File: src/rtl/hash_pad_pkg.sv
package hash_pad_pkg;
  localparam int unsigned WORD_W    = 32;
  localparam int unsigned BLK_WORDS = 16;
  localparam int unsigned IDX_W     = $clog2(BLK_WORDS);
  localparam int unsigned TOT_W     = 64;

  typedef enum logic [1:0] {
    ST_DATA,
    ST_TERM,
    ST_FILL,
    ST_LEN
  } hp_state_e;
endpackage

File: src/rtl/hp_len.sv
module hp_len
  import hash_pad_pkg::*;
#(
  parameter int unsigned CNT_W = 32
) (
  input  logic             clk_i,
  input  logic             rst_ni,
  input  logic             add_i,
  input  logic [2:0]       add_bytes_i,
  input  logic             first_i,
  input  logic             prefix_i,
  input  logic             clr_i,
  output logic [TOT_W-1:0] total_o
);
  localparam int unsigned PAD_W = TOT_W - CNT_W - 3;

  logic [CNT_W-1:0] cnt_q;
  logic             pfx_q;

  always_ff @(posedge clk_i or negedge rst_ni) begin
    if (!rst_ni) begin
      cnt_q <= '0;
      pfx_q <= 1'b0;
    end else if (clr_i) begin
      cnt_q <= '0;
      pfx_q <= 1'b0;
    end else if (add_i) begin
      cnt_q <= cnt_q + CNT_W'(add_bytes_i);
      if (first_i) pfx_q <= prefix_i;
    end
  end

  assign total_o = {{PAD_W{1'b0}}, cnt_q, 3'b000} + (pfx_q ? TOT_W'(512) : '0);


  cnt_cleared_chk: assert property (@(posedge clk_i) disable iff (!rst_ni)
    (clr_i && !add_i) |=> (cnt_q == '0));
endmodule

File: src/rtl/hp_ctrl.sv
module hp_ctrl
  import hash_pad_pkg::*;
(
  input  logic             clk_i,
  input  logic             rst_ni,
  input  logic             algo_sha_i,
  input  logic             in_valid_i,
  input  logic             in_last_i,
  input  logic [1:0]       in_bytes_i,
  input  logic             out_ready_i,
  output logic             in_ready_o,
  output logic             out_valid_o,
  output logic             out_last_o,
  output hp_state_e        state_o,
  output logic [IDX_W-1:0] widx_o,
  output logic             sha_o,
  output logic             first_o,
  output logic             add_o,
  output logic [2:0]       add_bytes_o,
  output logic             clr_o
);
  hp_state_e        state_q, state_d;
  logic [IDX_W-1:0] widx_q;
  logic             first_q, sha_q;
  logic             in_fire, out_fire;

  assign in_ready_o  = (state_q == ST_DATA) && out_ready_i;
  assign out_valid_o = (state_q == ST_DATA) ? in_valid_i : 1'b1;
  assign in_fire     = in_valid_i && in_ready_o;
  assign out_fire    = out_valid_o && out_ready_i;
  assign out_last_o  = (widx_q == IDX_W'(BLK_WORDS - 1));

  always_comb begin
    state_d = state_q;
    unique case (state_q)
      ST_DATA: if (in_fire && in_last_i) state_d = (in_bytes_i == 2'd0) ? ST_TERM : ST_FILL;
      ST_TERM: if (out_fire) state_d = ST_FILL;
      ST_FILL: if (out_fire && widx_q == IDX_W'(BLK_WORDS - 2)) state_d = ST_LEN;
      ST_LEN:  if (out_fire) state_d = ST_DATA;
      default: state_d = ST_DATA;
    endcase
  end

  always_ff @(posedge clk_i or negedge rst_ni) begin
    if (!rst_ni) begin
      state_q <= ST_DATA;
      widx_q  <= '0;
      first_q <= 1'b1;
      sha_q   <= 1'b0;
    end else begin
      state_q <= state_d;
      if (out_fire) widx_q <= widx_q + 1'b1;
      if (in_fire && first_q) begin
        sha_q   <= algo_sha_i;
        first_q <= 1'b0;
      end else if (out_fire && state_q == ST_LEN) begin
        first_q <= 1'b1;
      end
    end
  end

  assign state_o     = state_q;
  assign widx_o      = widx_q;
  assign sha_o       = (state_q == ST_DATA && first_q) ? algo_sha_i : sha_q;
  assign first_o     = first_q;
  assign add_o       = in_fire;
  assign add_bytes_o = (in_last_i && in_bytes_i != 2'd0) ? {1'b0, in_bytes_i} : 3'd4;
  assign clr_o       = out_fire && (state_q == ST_LEN);


  in_gated_chk: assert property (@(posedge clk_i) disable iff (!rst_ni)
    in_ready_o |-> out_ready_i);

  len_at_end_chk: assert property (@(posedge clk_i) disable iff (!rst_ni)
    (state_q == ST_LEN) |-> out_last_o);
endmodule

File: src/rtl/hp_word_fmt.sv
module hp_word_fmt
  import hash_pad_pkg::*;
(
  input  hp_state_e        state_i,
  input  logic [IDX_W-1:0] widx_i,
  input  logic             sha_i,
  input  logic [WORD_W-1:0] data_i,
  input  logic             last_i,
  input  logic [1:0]       bytes_i,
  input  logic [TOT_W-1:0] total_i,
  output logic [WORD_W-1:0] word_o
);
  logic [4:0]        sh;
  logic [WORD_W-1:0] keep, term, tail, hi_w, lo_w;

  assign sh   = {bytes_i, 3'b000};
  assign keep = sha_i ? ~({WORD_W{1'b1}} >> sh) : ~({WORD_W{1'b1}} << sh);
  assign term = sha_i ? (32'h8000_0000 >> sh) : (32'h0000_0080 << sh);
  assign tail = (bytes_i == 2'd0) ? data_i : ((data_i & keep) | term);
  assign hi_w = total_i[TOT_W-1:WORD_W];
  assign lo_w = total_i[WORD_W-1:0];

  always_comb begin
    unique case (state_i)
      ST_DATA: word_o = last_i ? tail : data_i;
      ST_TERM: word_o = sha_i ? 32'h8000_0000 : 32'h0000_0080;
      ST_FILL: word_o = (widx_i == IDX_W'(BLK_WORDS - 2)) ? (sha_i ? hi_w : lo_w) : '0;
      ST_LEN:  word_o = sha_i ? lo_w : hi_w;
      default: word_o = '0;
    endcase
  end
endmodule

File: src/rtl/hash_pad.sv
module hash_pad
  import hash_pad_pkg::*;
#(
  parameter int unsigned CNT_W = 32
) (
  input  logic        clk_i,
  input  logic        rst_ni,
  input  logic        algo_sha_i,
  input  logic        prefix_i,
  input  logic        in_valid_i,
  output logic        in_ready_o,
  input  logic [31:0] in_data_i,
  input  logic        in_last_i,
  input  logic [1:0]  in_bytes_i,
  output logic        out_valid_o,
  input  logic        out_ready_i,
  output logic [31:0] out_data_o,
  output logic        out_last_o
);
  hp_state_e        state;
  logic [IDX_W-1:0] widx;
  logic             sha, first, add, clr;
  logic [2:0]       add_bytes;
  logic [TOT_W-1:0] total;

  hp_ctrl u_ctrl (
    .clk_i, .rst_ni, .algo_sha_i, .in_valid_i, .in_last_i, .in_bytes_i,
    .out_ready_i, .in_ready_o, .out_valid_o, .out_last_o,
    .state_o(state), .widx_o(widx), .sha_o(sha), .first_o(first),
    .add_o(add), .add_bytes_o(add_bytes), .clr_o(clr)
  );

  hp_len #(.CNT_W(CNT_W)) u_len (
    .clk_i, .rst_ni, .add_i(add), .add_bytes_i(add_bytes), .first_i(first),
    .prefix_i, .clr_i(clr), .total_o(total)
  );

  hp_word_fmt u_fmt (
    .state_i(state), .widx_i(widx), .sha_i(sha), .data_i(in_data_i),
    .last_i(in_last_i), .bytes_i(in_bytes_i), .total_i(total), .word_o(out_data_o)
  );


  pad_hold_chk: assert property (@(posedge clk_i) disable iff (!rst_ni)
    (out_valid_o && !out_ready_i && state != ST_DATA) |=> (out_valid_o && $stable(out_data_o)));
endmodule

File: config.mk
export PLATFORM = sky130hd
export DESIGN_NAME = hash_pad
export DESIGN_NICKNAME = d
export VERILOG_FILES = /design/src/rtl/hash_pad_pkg.sv /design/src/rtl/hp_len.sv /design/src/rtl/hp_ctrl.sv /design/src/rtl/hp_word_fmt.sv /design/src/rtl/hash_pad.sv
export SDC_FILE = /design/constraint.sdc
export NUM_CORES = 1
export LEC_CHECK = 0
export BUFFER_PORTS_ARGS = -buffer_cell sky130_fd_sc_hd__clkbuf_2
export CORE_ASPECT_RATIO = 0.5
export CORE_MARGIN = 8
export CORE_UTILIZATION = 59
export CTS_CLUSTER_SIZE = 20
export DETAILED_ROUTE_END_ITERATION = 16
export PLACE_DENSITY = 0.95
export SLEW_MARGIN = 5
export SYNTH_ARGS = -nofsm -noshare
export SYNTH_HDL_FRONTEND = slang
export SYNTH_SLANG_ARGS = --single-unit
File: constraint.sdc
create_clock -name clk_i -period 7 [get_ports clk_i]
set_clock_uncertainty 0.15 [all_clocks]
set_input_delay 0.35 -clock clk_i [delete_from_list [all_inputs] [get_ports clk_i]]
set_output_delay 0.35 -clock clk_i [all_outputs]
set_load 0.005 [all_outputs]
# [After elaboration in Yosys (flattened, before gate mapping)]
# Cells that the tools add are included.
[classes] n_addsub=3 n_eq_ne=9 n_shift=4 mux=26 bitwise_logic=4 n_reduce_logical=17
[op_table] op="$mux W32" count=10
[op_table] op="$pmux W32 S4" count=1
[op_table] op="$add A35 B64 Y64" count=1
[op_table] op="$not A32 Y32" count=2
[op_table] op="$shr A32 B5 Y32 const A" count=2
[op_table] op="$add A32 B3 Y32" count=1
[op_table] op="$and A32 B32 Y32" count=1
[op_table] op="$or A32 B32 Y32" count=1
[op_table] op="$shl A32 B5 Y32 const A" count=1
[op_table] op="$shl A8 B5 Y32 const A" count=1
[op_table] op="$mux W10" count=1
[op_table] op="$mux W2" count=5
[op_table] op="$logic_and A1 B1 Y1" count=9
[op_table] op="$eq A4 B4 Y1 const B" count=2
[op_table] op="$pmux W2 S4" count=1
[op_table] op="$reduce_bool A2 Y1" count=4
[op_table] op="$mux W1" count=7
[op_table] op="$ne A2 B1 Y1 const B" count=3
[op_table] op="$add A4 B1 Y4 const B" count=1
[op_table] op="$eq A2 B2 Y1 const B" count=2
[op_table] op="$logic_not A2 Y1" count=2
[op_table] op="$reduce_and A4 Y1" count=1
[op_table] op="$mux W3" count=1
[op_table] op="$eq A2 B1 Y1 const B" count=1
[op_table] op="other kinds (2)" count=2
[totals] register_bits=41 in_bits=41 out_inout_bits=35 word_cells=69

# [Logic depth before layout (Yosys ltp)]
# Gate-level depths: netlist of run 1.
[depth] depth_word=9 ltp_mapped=10 mapped_depth_nobuf=9

# [Hierarchy]
# Synthesis of run 1 repeated with hierarchy kept, for this count alone.
[unflattened] hier_cells=521 area_unflattened_um2=4510.6
[by_module_without_submodules] mod="hp_len" instances=1 cells_each=294 area_each_um2=2498.6 seq_area_each_um2=825.8
[by_module_without_submodules] mod="hp_word_fmt" instances=1 cells_each=173 area_each_um2=1482.7 seq_area_each_um2=0.0
[by_module_without_submodules] mod="hp_ctrl" instances=1 cells_each=54 area_each_um2=529.3 seq_area_each_um2=201.4

# [Worst setup path before layout of run 1]
# No wires, ideal clock.
[synth_path] kind="reg-to-output" start="register u_ctrl.state_q[0], in the netlist u_ctrl.state_o[0]" end="output port out_data_o[11]" arrival_ns=2.001 required_ns=6.500 path_slack_ns=4.499 stages_incl_launch_ff=10 n_path_buf=3 cell_sequence="dfrtp_1 inv_1 ha_1 buf_6 a21boi_1 a31o_2 buf_2 mux2_2 buf_2 a22o_1"
[synth_via] elab_chain_len=9 elab_cells_between_ends=16 cone_classes="3 x eq/ne; 9 x mux; 2 x bitwise; 2 x reduce/logical"
[synth_lines] element="from (decl)" line_no="hp_ctrl.sv:22" rtl="hp_state_e state_q, state_d;"
[synth_lines] element="from (signal assigned)" line_no="hp_ctrl.sv:51" rtl="state_q <= state_d;"
[synth_lines] element="$logic_not A2 Y1" line_no="hp_ctrl.sv:64, hp_word_fmt.sv:24"
[synth_lines] element="$logic_and A1 B1 Y1" line_no="hp_ctrl.sv:64" rtl="assign sha_o = (state_q == ST_DATA && first_q) ? algo_sha_i : sha_q;"
[synth_lines] element="$mux W1" line_no="hp_ctrl.sv:64"
[synth_lines] element="$mux W32" line_no="hp_word_fmt.sv:17" rtl="assign keep = sha_i ? ~({WORD_W{1'b1}} >> sh) : ~({WORD_W{1'b1}} << sh);"
[synth_lines] element="$and A32 B32 Y32" line_no="hp_word_fmt.sv:19" rtl="assign tail = (bytes_i == 2'd0) ? data_i : ((data_i & keep) | term);"
[synth_lines] element="$or A32 B32 Y32" line_no="hp_word_fmt.sv:19"
[synth_lines] element="$mux W32" line_no="hp_word_fmt.sv:19"
[synth_lines] element="$mux W32" line_no="hp_word_fmt.sv:25" rtl="ST_DATA: word_o = last_i ? tail : data_i;"
[synth_lines] element="$pmux W32 S4 (*)" line_no="hp_word_fmt.sv:24" rtl="unique case (state_i)"
[synth_lines] element="to (decl)" line_no="hash_pad.sv:17" rtl="output logic [31:0] out_data_o,"
# Every way passes the cells marked *; elsewhere a longest branch is shown, timed or not.

# [Final worst setup path of run 1]
[layout_path] start="register u_ctrl.state_q[0], in the netlist u_ctrl.state_o[0]" end="output port out_data_o[30]"
# Same word-level chain as after synthesis.

==> parameters.txt, run 1 <==
Parameter                              Value

Synth
  Number of synthesized flops with an enable pin ... 0
  Net count after synthesis ... 463
  Area fraction of the dominant cell type after synthesis ... 29.7%
  Summed instance area of the synthesized netlist ... 3370 um2
  Post-synthesis cell type with the largest combined area ... sky130_fd_sc_hd__dfrtp_1
  Syn Area/Cell ... approximately 8.2 um2
  Number of synthesized register bits ... 41
  Proportion of synthesized chip area in sequential cells ... a little under a third
  Most used flip-flop cell after synthesis ... sky130_fd_sc_hd__dfrtp_1
  Yosys warnings ... 0
  Top cells by area in the synthesized netlist ... sky130_fd_sc_hd__dfrtp_1, sky130_fd_sc_hd__xnor2_1, sky130_fd_sc_hd__xor2_1
  Share of synthesized flip-flops with an asynchronous set or reset ... 100%
  Cell count after synthesis ... 409
  Number of distinct standard cells referenced by the synthesized netlist ... 54

Route
  Via Count ... 3,561
  Post-DRT Antenna Nets ... 0
  Drt total wl ... 10,200 um
  Post-detailed-route wirelength per cell ... 18.8 um
  Number of detailed-routing iterations run before antenna repair ... 6
  Number of DRC violations after detailed-routing iteration 0 ... approximately 480
  DRC violations left ... 0
  Vias per inst ... between 6 and 7

Outcome
  Run status ... completed

Pwr
  Worst supply voltage drop on vdd ... 172 uV
  Power Dens Cells ... 266 nW/um2
  Leakage Power ... 0.00169 uW

STA
  Final hold vios ... 0
  Total setup violations reported at the end of the flow ... 0
  Minimum clock period ... 3.58 ns
  Setup TNS ... 0 ns
  RSZ-0062 raised after global routing ... false
  Final worst path period share ... 51.1%
  Fin worst setup slack ... between 3 and 4 ns
  Worst-margin pin slew ... ~1.2 ns
  Final Max Tran Viols ... 0
  Peak clock frequency supported by timing ... 279 MHz
  Rel. slew slack ... 14.4%

Setup path
  Flop2flop setup slack ... 4.13 ns
  Cells on worst reg2reg path ... 9
  Total buffers and inverters traversed by the critical path ... 2
  Worst path cell trace ... inv_1, ha_1, a21boi_1, a31o_2, mux2i_1, o21ai_0, clkbuf_2
  Max stage delay on crit path ... 1.04 ns
  Data arrival at the endpoint of the critical path ... ~3.1 ns
  Slowest-stage cell, CP ... sky130_fd_sc_hd__mux2i_1
  Cell family with most CP delay ... multiplexers
  Nature of the critical path endpoint ... output port
  Element type at the critical path start ... flip-flop
  Critical path data required time ... around 6.5 ns
  Type of the worst setup path ... flip-flop to output port
  Path length in cells of the critical path ... 7
  Max FO, Critical Path ... 13

Die
  Area of the die ... around 8500 um2
  Die span in y ... 69.5 um
  Initial standard-cell utilization of the core ... slightly above 60%
  # IOs ... 76
  Width of the die ... 123 um
  Std-Cell Rows ... 19
  Placeable core region ... 5490 um2

Cells and area
  Share of layout cells above drive strength 1 ... between 20% and 30%
  Layout overhead on the synthesized area ... 14.8%
  Net total in the final layout ... 522
  Antenna cell count ... 0

CTS
  CTS hold repair buffers ... 0
  Clock-pin slew reported for the worst setup and hold paths after clock tree synthesis ... 0.06 ns
  Root cell of the clock tree ... sky130_fd_sc_hd__clkbuf_16
  Number of cells upsized or downsized after cts ... 0
  Clock latency on the worst-skew pair ... 0.28 ns
  Bufs on Longest Clock Path ... 2
  TritonCTS clock tree ... yes
  H-Tree Level Count ... 2
  Clock buffer count from CTS ... 5
  Setup repair bufs after CTS ... 0
  Clock sink count ... 41

Placement
  Pre-CTS setup slack ... roughly 3.8 ns
  Buffers added on ports ... 75
  DP Wirelength ... 7630 um
  Placer congestion estimate ... 1.02

Flow run
  Max-cap violations ... 0

Global routing
  Maximum number of pins on one net before global-route repair ... 42
  Via count of the first global-routing pass ... 3,082
  First-pass GRT wire length ... about 16,000 um
  Initial antenna violation count ... 0
  GRT Total Usage ... 23.1%
  GRT Residual Overflow ... 0

Min path
  Hold Path Class ... input port to async pin
==> layout make-up <==
cell class	instances	area, um2
multi-input cells	335	2190
fillers	399	1620
flip-flops and latches	41	1030
repair buffers	77	390
clock buffers	7	143
well taps	73	91.3
inverters	8	30.0
==> flip-flops by register name (all words and copies together), names as in the netlist <==
register and flops:
u_ctrl.state_o 2, u_len.pfx_q 1, u_len.cnt_q 32, u_ctrl.first_o 1
u_ctrl.sha_q 1, u_ctrl.widx_o 4
==> worst paths after layout <==
path / endpoint / startpoint
min: u_len.cnt_q[3] / rst_ni
max: out_data_o[30] / u_ctrl.state_o[0]
min reg2reg: u_ctrl.widx_o[3] / u_ctrl.widx_o[3]
max reg2reg: u_len.cnt_q[5] / u_ctrl.state_o[0]
min in group clk_i: u_len.pfx_q / prefix_i
max in group asynchronous: u_ctrl.state_o[0] / rst_ni
==> cell families (layout without fill, tap and decap cells) <==
logic type / count (synthesis) / in the layout / synth area share [%]
buffers and inverters: 33 / 92 / 4.64
adders and majority gates: 13 / 13 / 5.05
and+or+nand+nor: 173 / 173 / 26.8
AOI/OAI and AO/OA: 103 / 103 / 20.7
DFF: 41 / 41 / 30.5
xor gates and xnor gates: 38 / 38 / 9.87
muxes: 8 / 8 / 2.45
==> worst reg2reg max path, stage by stage, from the launching register on <==
cell and delay, ns:
sky130_fd_sc_hd__dfrtp_1 0.39, sky130_fd_sc_hd__inv_1 0.10, sky130_fd_sc_hd__ha_1 0.30, sky130_fd_sc_hd__and2_1 0.20
sky130_fd_sc_hd__nand2_1 0.27, sky130_fd_sc_hd__nor2_1 0.09, sky130_fd_sc_hd__buf_4 0.19, sky130_fd_sc_hd__nor2_1 0.66
sky130_fd_sc_hd__buf_4 0.33, sky130_fd_sc_hd__nor3_1 0.08
==> where the power goes <==
part           internal (uW)  leakage, uW  switching (uW)
clock network            140    0.0000700            91.7
logic                    189      0.00107             295
registers                275     0.000552            37.4
total                    604      0.00169             424
==> cells in the mapped netlist (all sizes together) (3+ instances only) <==
library cell,number
a21o,3
a21oi,16
a22o,14
a31oi,8
and2,7
and3,5
and4,6
buf,15
clkbuf,10
dfrtp,40
ha,12
inv,8
mux2i,6
nand2,40
nand2b,7
nand3,20
nand4,22
nor2,33
nor2b,4
nor3,10
nor4,5
o211ai,4
o21a,6
o21ai,26
o22ai,4
o311ai,5
o31ai,4
or3,9
or4,3
xnor2,19
xor2,19
==> layout by cell type, fill, tap and decap left out, types with 16 or more instances in the layout <==
cell type / n
sky130_fd_sc_hd__nand2_1: 40
sky130_fd_sc_hd__o21ai_0: 26
sky130_fd_sc_hd__nor2_1: 33
sky130_fd_sc_hd__clkbuf_2: 75
sky130_fd_sc_hd__xor2_1: 19
sky130_fd_sc_hd__nand4_1: 21
sky130_fd_sc_hd__a21oi_1: 16
sky130_fd_sc_hd__nand3_1: 20
sky130_fd_sc_hd__xnor2_1: 19
sky130_fd_sc_hd__dfrtp_1: 40
==> routing by layer <==
layer	part of all wire (%)	global-route usage, %	vias to the layer above
li1	-	-	1623
met1	41	33.0	1650
met2	45	34.9	257
met3	12	3.25	31
met4	2.8	6.97	0
met5	0	0	-
==> metrics by stage <==
step | total power [uW] | instances | hold WS, ns | instance area [um2] | util [%]
final | 1030 | 541 | 0.104 | 3870 | 70.5
after global routing | 1090 | 541 | 0.165 | 3870 | 70.5
after CTS | 1020 | 541 | 0.136 | 3870 | 70.5
after detailed placement | 792 | 534 | 0.354 | 3730 | 67.9
after global placement | 771 | 534 | 0.341 | 3730 | 67.9
after floorplan | 633 | 409 | -0.0956 | 3370 | -
Note: power is estimated with default switching activity, not from simulation.
==> run 2: changes to the inputs <==
CORE_UTILIZATION = 50   (was 59)
PLACE_DENSITY = 0.87   (was 0.95)
clock period = 3.1 ns   (was 7 ns; I/O delays follow)
==> run 2 against run 1 <==
Net effect:
- worst setup slack got worse by 3.2 ns
- flip-flop and latch count did not move
- non-clock buffer count is 4 higher
- sequential share of layout area decreased by 0.55 points
- first-iteration DRC count decreased by 17%
- worst hold slack worse by 0.098 ns
- core utilization down 11 points
- count of clock-buffer cells in the layout shrank 1
- via count decreased by 2.0%
- cell area up 2.1%
- clock power rose by 130%
==> parameters.txt, run 2 (synthesis results as in run 1) <==
Parameter                              Value

Outcome
  Run status ... completed

Min path
  Hold Path Class ... input port to flip-flop
  Worst Min Path Start ... algo_sha_i

STA
  Peak clock frequency supported by timing ... approximately 340 MHz
  Worst-margin pin slew ... 1.06 ns (-0.192 ns)
  Final Max Tran Viols ... 0 (unchanged)
  Final hold vios ... 0 (unchanged)
  Final worst path period share ... 94.3%
  Setup TNS ... 0 ns (unchanged)
  Rel. slew slack ... 29.5% (+15 points)
  RSZ-0062 raised after global routing ... false
  Minimum clock period ... 2.92 ns
  Total setup violations reported at the end of the flow ... 0 (unchanged)

Global routing
  First-pass GRT wire length ... 16,700 um (+4.5%)
  GRT Total Usage ... 20.9% (-2.2 points)
  Via count of the first global-routing pass ... 3,334 (+8.2%)
  Maximum number of pins on one net before global-route repair ... 42 (unchanged)
  Initial antenna violation count ... 0 (unchanged)
  GRT Residual Overflow ... 0 (unchanged)

CTS
  Number of cells upsized or downsized after cts ... 0 (unchanged)
  TritonCTS clock tree ... yes
  Clock latency on the worst-skew pair ... 0.29 ns (about the same)
  CTS hold repair buffers ... 2 (+2)
  Setup repair bufs after CTS ... 0 (unchanged)
  Clock buffer count from CTS ... 5 (unchanged)
  Clock sink count ... 41 (unchanged)
  Root cell of the clock tree ... sky130_fd_sc_hd__clkbuf_16
  H-Tree Level Count ... 2 (unchanged)
  Bufs on Longest Clock Path ... 2 (unchanged)
  Clock-pin slew reported for the worst setup and hold paths after clock tree synthesis ... 0.06 ns (about the same)

Cells and area
  Highest-count cells in the layout ignoring fill and taps ... sky130_fd_sc_hd__clkbuf_2, sky130_fd_sc_hd__nand2_1, sky130_fd_sc_hd__dfrtp_1
  Max reg flops ... 32 (unchanged)
  Utilization after layout ... 59.9% (-11 points)
  Net total in the final layout ... 526 (+0.77%)
  Antenna cell count ... 0 (unchanged)
  Share of layout cells above drive strength 1 ... 20.7% (+0.63 points)
  Layout overhead on the synthesized area ... 17.2%
  Most common cell after layout, fill and taps aside ... sky130_fd_sc_hd__clkbuf_2
  Register ranked first by flip-flop count ... u_len.cnt_q

Flow run
  Max-cap violations ... 0 (unchanged)

Route
  DRC violations left ... 0 (unchanged)
  Post-DRT Antenna Nets ... 0 (unchanged)
  Vias per inst ... 6.18 (-6.2%)
  Number of detailed-routing iterations run before antenna repair ... 5 (-1)
  Number of DRC violations after detailed-routing iteration 0 ... 398 (-17%)
  Drt total wl ... 10,200 um (+0.74%)
  Via Count ... 3,490 (-2.0%)
  Post-detailed-route wirelength per cell ... 18.1 um (-3.5%)

Die
  Width of the die ... 132 um (+7.5%)
  # IOs ... 76 (unchanged)
  Std-Cell Rows ... 21 (+2)
  Placeable core region ... 6600 um2 (+20%)
  Initial standard-cell utilization of the core ... 51.1% (-10 points)
  Die span in y ... 74.1 um (+6.6%)
  Area of the die ... 9790 um2 (+15%)

Setup path
  Nature of the critical path endpoint ... output port
  Critical path data required time ... 2.79 ns (-3.71 ns)
  Path length in cells of the critical path ... 9 (+2)
  Max FO, Critical Path ... 8 (-5)
  Reg2reg end ... u_len.cnt_q[28]
  Flop2flop setup slack ... 0.32 ns (-3.81 ns)
  Data arrival at the endpoint of the critical path ... 2.62 ns (-0.46 ns)
  Critical path destination ... out_data_o[12]
  Max stage delay on crit path ... 0.48 ns (-0.56 ns)
  Cell family with most CP delay ... compound AO/OA/AOI/OAI gates
  Origin of the worst setup path ... u_ctrl.state_o[1]
  Reg2reg start ... u_len.cnt_q[0]
  Type of the worst setup path ... flip-flop to output port
  Total buffers and inverters traversed by the critical path ... 3 (+1)
  Element type at the critical path start ... flip-flop
  Slowest-stage cell, CP ... sky130_fd_sc_hd__a21oi_1
  Cells on worst reg2reg path ... 8 (-1)
  Worst path cell trace ... inv_1, ha_1, a21boi_1, a31oi_2, buf_4, o21ai_0, a21oi_1, a22o_1, clkbuf_2

Pwr
  Worst supply voltage drop on vdd ... 265 uV (+54%)
  Leakage Power ... 0.00172 uW (+1.6%)
  Power Dens Cells ... 597 nW/um2 (+120%)

Placement
  Placer congestion estimate ... 0.992 (-2.6%)
  DP Wirelength ... 7670 um (+0.50%)
  Buffers added on ports ... 75 (unchanged)
-- run 2: changes by cell type in the layout (fill, tap and decap cells not counted), sizes merged --
| cell | delta |
|---|---|
| buf | +2 |
| dlygate4sd3 | +2 |
| clkbuf | -1 |
| clkinv | +2 |
-- run 2: how the worst min path moves through the flow --
stage | depth (start not counted) | end
floorplan | 0 | u_ctrl.sha_q
finish | 2 | u_ctrl.sha_q
CTS | 2 | u_ctrl.sha_q
global placement | 1 | u_len.cnt_q[4]
detailed placement | 1 | u_len.cnt_q[5]
global route | 2 | u_ctrl.sha_q
-- run 2: cell type report --
class | instances | area [um2]
well taps | 92 | 115
fillers | 583 | 2640
multi-input cells | 335 | 2190
clock buffers | 6 | 139
inverters | 8 | 30.0
clock inverters | 2 | 13.8
repair buffers | 81 | 438
flip-flops and latches | 41 | 1030
-- run 2: layer usage --
metal  track usage, %  vias up  part of all wire, %
met1             26.7     1654                   42
met5                0        -                    0
met4             6.94        0                  1.5
li1                 -     1635                    -
met3             4.58       18                  9.5
met2             35.0      183                   47
-- run 2: power by group --
part           switching, uW  total, uW  internal [uW]
clock network            220        541            321
registers               82.7        704            621
logic                    654       1110            460
total                    957       2360           1400
-- run 2: stage by stage --
step / instance area [um2] / std cells / hold slack (ns) / total power [uW] / setup slack, ns
floorplan: 3370 / 409 / -0.291 / 1430 / 0.788
global placement: 3780 / 555 / 0.234 / 1790 / 0.461
detailed placement: 3780 / 555 / 0.232 / 1810 / 0.322
CTS: 3950 / 565 / 0.00632 / 2350 / 0.207
global route: 3950 / 565 / 0.0111 / 2490 / 0.0106
finish: 3950 / 565 / 0.00625 / 2360 / 0.178
==> run 3: changes to the inputs <==
BUFFER_PORTS_ARGS = default   (was -buffer_cell sky130_fd_sc_hd__clkbuf_2)
CORE_ASPECT_RATIO = default   (was 0.5)
CORE_UTILIZATION = 58   (was 50)
DONT_BUFFER_PORTS = 1   (was default)
PLACE_DENSITY = 0.85   (was 0.87)
==> run 3 against run 2 <==
Net effect:
- critical path depth is 2 lower
- non-clock buffer count is 70 lower
- cell count is 16% lower
- first-iteration DRC count is 22% lower
- die area is 13% lower
- count of clock-buffer cells in the layout stayed put
- via count is 5.7% lower
- largest cell class unchanged
- highest routed layer unchanged
==> parameters.txt, run 3 (synthesis results as in run 1) <==
Parameter                              Value

Setup path
  Cells on worst reg2reg path ... 8 (unchanged)
  Nature of the critical path endpoint ... output port
  Type of the worst setup path ... flip-flop to output port
  Path length in cells of the critical path ... 7 (-2)
  Cell family with most CP delay ... compound AO/OA/AOI/OAI gates
  Critical path data required time ... 2.79 ns (about the same)
  Reg2reg start ... u_len.cnt_q[0]
  Element type at the critical path start ... flip-flop
  Max stage delay on crit path ... 0.42 ns (-0.06 ns)
  Worst path cell trace ... inv_1, ha_1, a21boi_1, a31oi_2, mux2i_1, nor3_1, a221o_1
  Data arrival at the endpoint of the critical path ... 2.58 ns (-0.04 ns)
  Critical path destination ... out_data_o[3]
  Origin of the worst setup path ... u_ctrl.state_o[1]
  Slowest-stage cell, CP ... sky130_fd_sc_hd__a31oi_2
  Total buffers and inverters traversed by the critical path ... 1 (-2)
  Reg2reg end ... u_len.cnt_q[28]
  Max FO, Critical Path ... 8 (unchanged)
  Flop2flop setup slack ... 0.37 ns (+0.05 ns)

Cells and area
  Layout overhead on the synthesized area ... 4.64%
  Antenna cell count ... 0 (unchanged)
  Max reg flops ... 32 (unchanged)
  Highest-count cells in the layout ignoring fill and taps ... sky130_fd_sc_hd__nand2_1, sky130_fd_sc_hd__dfrtp_1, sky130_fd_sc_hd__nor2_1
  Register ranked first by flip-flop count ... u_len.cnt_q
  Share of layout cells above drive strength 1 ... 5.71% (-15 points)
  Net total in the final layout ... 456 (-13%)

CTS
  TritonCTS clock tree ... yes
  H-Tree Level Count ... 2 (unchanged)
  Number of cells upsized or downsized after cts ... 0 (unchanged)
  Root cell of the clock tree ... sky130_fd_sc_hd__clkbuf_8
  CTS hold repair buffers ... 7 (+5)
  Clock sink count ... 41 (unchanged)
  Clock latency on the worst-skew pair ... 0.30 ns (about the same)
  Bufs on Longest Clock Path ... 2 (unchanged)
  Clock buffer count from CTS ... 5 (unchanged)
  Clock-pin slew reported for the worst setup and hold paths after clock tree synthesis ... 0.08 ns (+0.02 ns)
  Setup repair bufs after CTS ... 0 (unchanged)

Global routing
  Maximum number of pins on one net before global-route repair ... 42 (unchanged)
  GRT Total Usage ... 22.9% (+2.0 points)
  Initial antenna violation count ... 0 (unchanged)
  Fraction of met1 tracks used by global routing ... 30.0% (+3.3 points)
  GRT Residual Overflow ... 0 (unchanged)
  Met3 demand-to-capacity share in global routing ... 4.24% (-0.34 points)
  Most heavily used metal layer in global routing ... met2
  Met2 routing resource usage after global routing ... 36.1% (+1.0 points)
  First-pass GRT wire length ... 15,800 um (-4.9%)
  Via count of the first global-routing pass ... 3,059 (-8.2%)

STA
  Worst-margin pin slew ... 0.668 ns (-0.389 ns)
  Setup TNS ... 0 ns (unchanged)
  Final worst path period share ... 93.1% (-1.2 points)
  Total setup violations reported at the end of the flow ... 0 (unchanged)
  Minimum clock period ... 2.89 ns (-0.0371 ns)
  Rel. slew slack ... 55.4% (+26 points)
  Peak clock frequency supported by timing ... 347 MHz (+1.3%)
  RSZ-0062 raised after global routing ... false
  Final hold vios ... 0 (unchanged)
  Final Max Tran Viols ... 0 (unchanged)

Die
  Area of the die ... 8510 um2 (-13%)
  Die span in y ... 92.3 um (+25%)
  Placeable core region ... 5570 um2 (-15%)
  # IOs ... 76 (unchanged)
  Std-Cell Rows ... 27 (+29%)
  Initial standard-cell utilization of the core ... 60.5% (+9.4 points)
  Width of the die ... 92.3 um (-30%)

Pwr
  Worst supply voltage drop on vdd ... 410 uV (+55%)
  Power Dens Cells ... 581 nW/um2 (-2.6%)
  Total power draw ... 2050 uW (-13%)
  Leakage Power ... 0.00139 uW (-19%)

Min path
  Hold Path Class ... input port to flip-flop

Placement
  Buffers added on ports ... 0 (-100%)
  DP Wirelength ... 7300 um (-4.8%)
  Placer congestion estimate ... 1.00 (+0.81%)

Flow run
  Max-cap violations ... 0 (unchanged)

Route
  Number of detailed-routing iterations run before antenna repair ... 5 (unchanged)
  DRC violations left ... 0 (unchanged)
  Via Count ... 3,292 (-5.7%)
  Drt total wl ... 9770 um (-4.7%)
  Post-detailed-route wirelength per cell ... 20.6 um (+13%)
  Post-DRT Antenna Nets ... 0 (unchanged)
  Vias per inst ... 6.93 (+12%)
  Number of DRC violations after detailed-routing iteration 0 ... 309 (-22%)

Outcome
  Run status ... completed
[run 3: changes by cell type in the layout (fill, tap and decap cells not counted), sizes merged]
| cell | change |
|---|---|
| dlygate4sd3 | +4 |
| buf | +1 |
| clkbuf | -75 |
[run 3: per-stage QoR]
step | hold slack (ns) | area, um2 | util (%) | std cells | setup WS, ns
final | 0.0145 | 3530 | 63.3 | 475 | 0.215
after global routing | 0.0509 | 3530 | 63.3 | 475 | 0.0709
after CTS | 0.000160 | 3530 | 63.3 | 475 | 0.220
after detailed placement | -0.289 | 3370 | 60.4 | 460 | 0.435
after global placement | -0.289 | 3370 | 60.4 | 460 | 0.583
after floorplan | -0.291 | 3370 | - | 409 | 0.788
[run 3: how the worst min path moves through the flow]
stage                        end   startpoint  slack, ns  cells past startpoint
2_1_floorplan       u_ctrl.sha_q       rst_ni      -0.29                      0
3_3_place_gp   u_ctrl.state_o[0]       rst_ni      -0.29                      0
3_5_place_dp    u_ctrl.widx_o[2]       rst_ni      -0.29                      0
4_1_cts         u_ctrl.widx_o[0]  out_ready_i     0.0002                      2
5_1_grt         u_ctrl.widx_o[0]  out_ready_i       0.05                      2
6_report        u_ctrl.widx_o[0]  out_ready_i       0.01                      2
[run 3: per-layer routing]
metal  up-vias  share of wire (%)
met5         -                  0
met4         0                3.2
met3        26                7.9
met2       184                 47
met1      1581                 42
li1       1501                  -
[run 3: cell type report]
| type | instances | area (um2) |
|---|---|---|
| Tap cell | 72 | 90.1 |
| Multi-Input combinational cell | 335 | 2190 |
| Clock buffer | 6 | 72.6 |
| Timing Repair Buffer | 11 | 110 |
| Clock inverter | 2 | 10.0 |
| Inverter | 8 | 30.0 |
| Fill cell | 521 | 2050 |
| Sequential cell | 41 | 1030 |
[run 3: power by group]
part           total (uW)  internal (uW)  switching (uW)
combinational         993            360             633
clock                 348            156             192
sequential            710            620            89.6
[run 3: worst reg2reg max path: cells and delay by family, from the launching register on]
kind                       cells  cell delay, ns
and+or+nand+nor                3            0.86
AOI/OAI and AO/OA              2            0.61
adders and majority gates      2            0.57
DFF                            1            0.41
buffers and inverters          1            0.06
